`src/rtl/sinegen_pkg.sv`:
```
package sinegen_pkg;

    // Rounded magnitude of one quarter-table entry, sampled at bin centres
    function automatic int quarter_mag(input int idx, input int depth, input int peak);
        real ang;
        ang = (2.0 * real'(idx) + 1.0) * 3.14159265358979 / (4.0 * real'(depth));
        return $rtoi(real'(peak) * $sin(ang) + 0.5);
    endfunction

endpackage

```
`src/rtl/quarter_rom.sv`:
```
module quarter_rom #(
    parameter int IDX_W = 6,
    parameter int MAG_W = 8,
    parameter int PEAK  = 127
) (
    input  logic [IDX_W-1:0] idx,
    output logic [MAG_W-1:0] mag
);
    localparam int DEPTH = 1 << IDX_W;

    logic [MAG_W-1:0] tbl [DEPTH];

    // Entries are constants computed during elaboration
    for (genvar g = 0; g < DEPTH; g++) begin : g_entry
        localparam int VAL = sinegen_pkg::quarter_mag(g, DEPTH, PEAK);
        assign tbl[g] = MAG_W'(VAL);
    end

    assign mag = tbl[idx];
endmodule

```
`src/rtl/quadrant_fold.sv`:
```
module quadrant_fold #(
    parameter int IDX_W = 6
) (
    input  logic [1:0]       quad,
    input  logic [IDX_W-1:0] raw_idx,
    output logic [IDX_W-1:0] rom_idx,
    output logic             negate
);
    // Odd quadrants read the table backward: (DEPTH-1-i) equals bitwise inverse
    assign rom_idx = quad[0] ? ~raw_idx : raw_idx;
    // Second half of the period is the negative lobe
    assign negate  = quad[1];
endmodule

```
`src/rtl/carrier_sine_gen.sv`:
```
module carrier_sine_gen #(
    parameter int PHASE_W  = 16,
    parameter int IDX_W    = 6,
    parameter int SAMPLE_W = 8,
    parameter int PEAK     = 127
) (
    input  logic                clk,
    input  logic                rst_n,
    input  logic                step,
    input  logic [PHASE_W-1:0]  freq_inc,
    output logic [SAMPLE_W-1:0] sample,
    output logic                sample_valid
);
    localparam int QUAD_MSB = PHASE_W - 1;
    localparam int IDX_MSB  = PHASE_W - 3;

    typedef struct packed {
        logic [PHASE_W-1:0]  phase;
        logic                pend;
        logic [SAMPLE_W-1:0] smp;
        logic                vld;
    } gen_state_t;

    gen_state_t st_d, st_q;

    logic [1:0]          quad;
    logic [IDX_W-1:0]    raw_idx;
    logic [IDX_W-1:0]    rom_idx;
    logic                negate;
    logic [SAMPLE_W-1:0] mag;
    logic [SAMPLE_W-1:0] signed_mag;

    assign quad    = st_q.phase[QUAD_MSB -: 2];
    assign raw_idx = st_q.phase[IDX_MSB -: IDX_W];

    quadrant_fold #(.IDX_W(IDX_W)) u_fold (
        .quad    (quad),
        .raw_idx (raw_idx),
        .rom_idx (rom_idx),
        .negate  (negate)
    );

    quarter_rom #(.IDX_W(IDX_W), .MAG_W(SAMPLE_W), .PEAK(PEAK)) u_rom (
        .idx (rom_idx),
        .mag (mag)
    );

    assign signed_mag = negate ? (~mag + SAMPLE_W'(1)) : mag;

    always_comb begin
        st_d     = st_q;
        st_d.vld = st_q.pend;
        if (st_q.pend) begin
            st_d.smp = signed_mag;
        end
        st_d.pend = step;
        if (step) begin
            st_d.phase = st_q.phase + freq_inc;
        end
    end

    always_ff @(posedge clk or negedge rst_n) begin
        if (!rst_n) begin
            st_q <= '0;
        end else begin
            st_q <= st_d;
        end
    end

    assign sample       = st_q.smp;
    assign sample_valid = st_q.vld;
endmodule

```
`config.mk`:
```
export PLATFORM = sky130hd
export DESIGN_NAME = carrier_sine_gen
export DESIGN_NICKNAME = d
export VERILOG_FILES = /design/src/rtl/sinegen_pkg.sv /design/src/rtl/quarter_rom.sv /design/src/rtl/quadrant_fold.sv /design/src/rtl/carrier_sine_gen.sv
export SDC_FILE = /design/constraint.sdc
export NUM_CORES = 1
export LEC_CHECK = 0
export CAP_MARGIN = 25
export CORE_UTILIZATION = 35
export DETAILED_ROUTE_END_ITERATION = 6
export MAX_ROUTING_LAYER = met4
export PLACE_DENSITY_LB_ADDON = 0.12
export SLEW_MARGIN = 40
export SYNTH_ARGS = -nofsm -noshare
export SYNTH_HDL_FRONTEND = slang
export SYNTH_SLANG_ARGS = --single-unit
```
`constraint.sdc`:
```
create_clock -name clk -period 3.8 [get_ports clk]
set_input_delay 0.57 -clock clk [delete_from_list [all_inputs] [get_ports clk]]
set_output_delay 0.57 -clock clk [all_outputs]
set_load 0.01 [all_outputs]
```
==> results.txt <==
The number of warnings printed during yosys synthesis came out at 0. Of all nets on the critical path, the largest fanout is 24. The die boundary width came out at 96.8 microns. The worst max-slew margin expressed relative to the limit is 48.1%.

Setup repair after global routing left no endpoint under its margin. The async set-or-reset flop fraction in the synthesized netlist came out at 100%. The initial antenna violation count was 0. CTS placed an instance of sky130_fd_sc_hd__clkbuf_8 at the clock tree root.

The relative area change from synthesis to final layout is 11.5%. The worst setup path is captured at a flip-flop. The worst path meets setup with 0.849 ns of slack. The total overflow reported by the global router came out at 0. Summing all flip-flop and latch instances after layout gives 652 sq um.

The flow ran to the end, and the final reports show no timing, DRC or antenna violations. The fraction of final layout cells with drive strength greater than 1 is 9.65%. The overall global routing resource usage came out at 18.4%. The tightest min-delay check is of the reg -> reg type.

The worst hold path startpoint is sample[5]. The flip-flop and latch count after synthesis came out at 26. By area the synthesized netlist is led by sky130_fd_sc_hd__dfrtp_1 (21%), sky130_fd_sc_hd__ha_1 (6.4%), sky130_fd_sc_hd__a21oi_1 (4.0%). The detailed-route via count is 2980. The placed wire-length estimate is 6010 microns. The most critical setup path has its endpoint at sample[6]. The maximum clock rate is 339 MHz. For this run, the detailed router's first-pass iteration total came to 4.

The count of buffers from port buffering is 27. The floorplan has 34 rows. The peak supply drop came out at 0.333 mV.

The multi-input gate area in the final layout came out at 2240 sq um. The number of max-capacitance violations reported came out at 0. The number of ports placed on the die boundary is 28.

The core region is 8720 sq um. The via count of the first global-routing pass is 2870. Sequential cells were found to cover 20.7% of the synthesized design area. The mean area per synthesized cell came out at 7.85 sq um. In this run the worst setup path begins at raw_idx[1].

Data on the critical path is required at its endpoint by 3.99 ns. The final estimated routing congestion in global placement is 0.849. The setup slack after placement is 0.746 ns. The cell area that synthesis handed to floorplanning was 3150 sq um.

At the worst endpoint, the arrival time is 3.14 ns. The die outline height came out at 96.8 microns. The count of flip-flops with a built-in enable after synthesis came out at 0. The count of final hold-check violations is 0. The most common cell in the synthesized netlist is sky130_fd_sc_hd__nor2_1.

The worst register-to-register path has a setup slack of 0.85 ns. Summing the areas of all xor and xnor instances in the mapped netlist gives 5.01% of the synthesized area. The leakage power figure is 1.35 nW.

For this run, the post-layout net count is 441. The worst-case reg-to-reg path depth came out at 9. The maximum clock path buffer count came out at 2. The fraction of the mapped netlist area in compound gates is 31.5%. After the first detailed-routing iteration, the DRC count stood at 250.

The detail-routed via count per cell is 5.82. The die area came out at 9380 sq um. The final critical path takes up 77.7% of the cycle. The worst setup path is launched from a flip-flop. The buffers inserted during post-CTS setup optimization came out at 0.

Between clock sinks in the finished design, the worst skew comes to 0.0137 ns. CTS built an H-tree with a depth of 1. The total power after layout is 3.61 mW. Final hold analysis gives a worst-case slack of 0.499 ns.

For the final routed database, the setup TNS stands at 0 ns. The first-pass GRT wire length came out at 14200 microns. The largest total area in the synthesized netlist belongs to sky130_fd_sc_hd__dfrtp_1. The number of design rule violations left after detail routing came out at 0. The clock slew seen by the registers of the worst setup and hold paths is 0.11 ns. The multiplexer share of the synthesized area is 5.80%.

The pin count of the biggest net entering global routing is 37. The number of inserted filler cells in the final layout came out at 897. The synthesized netlist devotes 7.00% of its cell area to adder and majority cells. The share of synthesized cell area in and, or, nand and nor gates is 21.9%. The post-route minimum period came out at 2.95 ns. TritonCTS built the clock tree. The critical path is of the reg -> reg type. The mean routed wirelength per cell is 15.9 microns. By area, the combinational part of the netlist is dominated by compound AO/OA/AOI/OAI gates. The count of cells in the finished layout, fillers not included, comes to 512. The count of cell types in the netlist came out at 71. The final number of setup-violating endpoints came out at 0. Clock latency on the worst-skew pair, taken at its later pin, is 0.28 ns. The post-synth net total is 437. The count of clock tree sinks came out at 26.

The number of nets with antenna violations after routing is 0. Clock tree synthesis inserted a total of 3 buffers. The number of placed instances, taps included, is 508. For the pin with the worst max-slew slack, the measured transition is 0.759 ns.

The end of the worst register-to-register path is sample[6]. The power density over the cells came out at 1030 nW/um^2. The origin of the critical flop-to-flop path is raw_idx[1]. The prevailing post-synth register cell is sky130_fd_sc_hd__dfrtp_1. Sorting the synthesized cells by how often they occur yields sky130_fd_sc_hd__nor2_1 (33), sky130_fd_sc_hd__dfrtp_1 (26), sky130_fd_sc_hd__a21oi_1 (25).

The number of antenna cells inserted came out at 0. The number of instances in the synthesized netlist is 401. The number of cells upsized or downsized after cts is 0.

The area share of the largest cell type after synthesis is 20.7%. The aggregate routed wire length is 8150 microns. The hold buffer count at cts is 0.

The number of max-slew violations in the final report is 0. The initial cell density of the core came out at 36.1%.
cell type report:
cell class	count	share of cell area (%)
Multi-Input combinational cell	321	63.9
Sequential cell	26	18.6
Timing Repair Buffer	38	10.0
Tap cell	108	3.85
Inverter	15	1.60
Clock buffer	3	1.18
Clock inverter	1	0.855
state kept, by name, indices dropped and copies added (netlist names):
register and flops:
quad 2, sample_valid 1, st_q 8, raw_idx 6
sample 8, st_d 1
metrics by stage:
step                instance area [sq um]  utilization, %
floorplan                            3150               -
global placement                     3440            39.4
detailed placement                   3440            39.4
CTS                                  3510            40.3
global route                         3510            40.3
finish                               3510            40.3
power by group:
part,switching [mW],internal [mW]
Clock,0.0964,0.141
Sequential,0.284,0.411
Combinational,1.45,1.22
Total,1.83,1.78
cell families after synthesis:
group / after synthesis
AO/OA/AOI/OAI: 141
AND/OR/NAND/NOR: 128
multiplexers: 17
flip-flops: 26
buffers and inverters: 54
XOR/XNOR: 18
adder cells (fa/ha/maj): 17
worst min path at each step:
stage / to / slack (ns) / depth (start not counted)
5_1_grt: sample[5] / 0.53 / 2
3_5_place_dp: sample[5] / 0.48 / 2
6_report: sample[5] / 0.50 / 2
4_1_cts: sample[5] / 0.51 / 2
2_1_floorplan: quad[0] / 0.27 / 0
3_3_place_gp: sample[5] / 0.48 / 2
per-layer routing:
layer,up-vias,wire (microns),global-route usage (%)
met1,1410,4130,26.7
li1,1489,-,-
met3,8,338,2.89
met4,0,112,2.30
met2,73,3570,27.7
met5,-,0,-
critical path, cell delays in order (launching register included):
cell and delay (ns):
sky130_fd_sc_hd__dfrtp_1 0.66, sky130_fd_sc_hd__buf_4 0.31, sky130_fd_sc_hd__nand2b_1 0.18, sky130_fd_sc_hd__or2_2 0.32, sky130_fd_sc_hd__a21o_1 0.17, sky130_fd_sc_hd__a32oi_2 0.37
sky130_fd_sc_hd__ha_1 0.26, sky130_fd_sc_hd__nand3_1 0.09, sky130_fd_sc_hd__or2_0 0.23, sky130_fd_sc_hd__o311ai_1 0.27
cells in the final DEF (no fill, tap or decap), types with 4 or more instances in the layout:
cell                              instances
sky130_fd_sc_hd__buf_4                   11
sky130_fd_sc_hd__nand2b_1                17
sky130_fd_sc_hd__mux2_2                  10
sky130_fd_sc_hd__a211oi_1                 6
sky130_fd_sc_hd__and3_1                   4
sky130_fd_sc_hd__nor2b_1                 11
sky130_fd_sc_hd__dfrtp_1                 25
sky130_fd_sc_hd__o221ai_1                 5
sky130_fd_sc_hd__o21bai_1                 5
sky130_fd_sc_hd__o22ai_1                 10
sky130_fd_sc_hd__o211ai_1                 8
sky130_fd_sc_hd__mux2i_1                  7
sky130_fd_sc_hd__nand3_1                  8
sky130_fd_sc_hd__nor3_1                   8
sky130_fd_sc_hd__a31oi_1                  6
sky130_fd_sc_hd__xor2_1                   6
sky130_fd_sc_hd__nor2_1                  33
sky130_fd_sc_hd__o21ai_0                 23
sky130_fd_sc_hd__and2_1                   4
sky130_fd_sc_hd__o21ai_1                  7
sky130_fd_sc_hd__nand3b_1                 5
sky130_fd_sc_hd__inv_1                   13
sky130_fd_sc_hd__o311ai_1                 4
sky130_fd_sc_hd__xnor2_1                 12
sky130_fd_sc_hd__a21oi_1                 25
sky130_fd_sc_hd__clkdlybuf4s50_1         27
sky130_fd_sc_hd__o21a_1                   4
sky130_fd_sc_hd__ha_1                    16
sky130_fd_sc_hd__nand2_1                 20
Note: power is estimated with default switching activity, not from simulation.
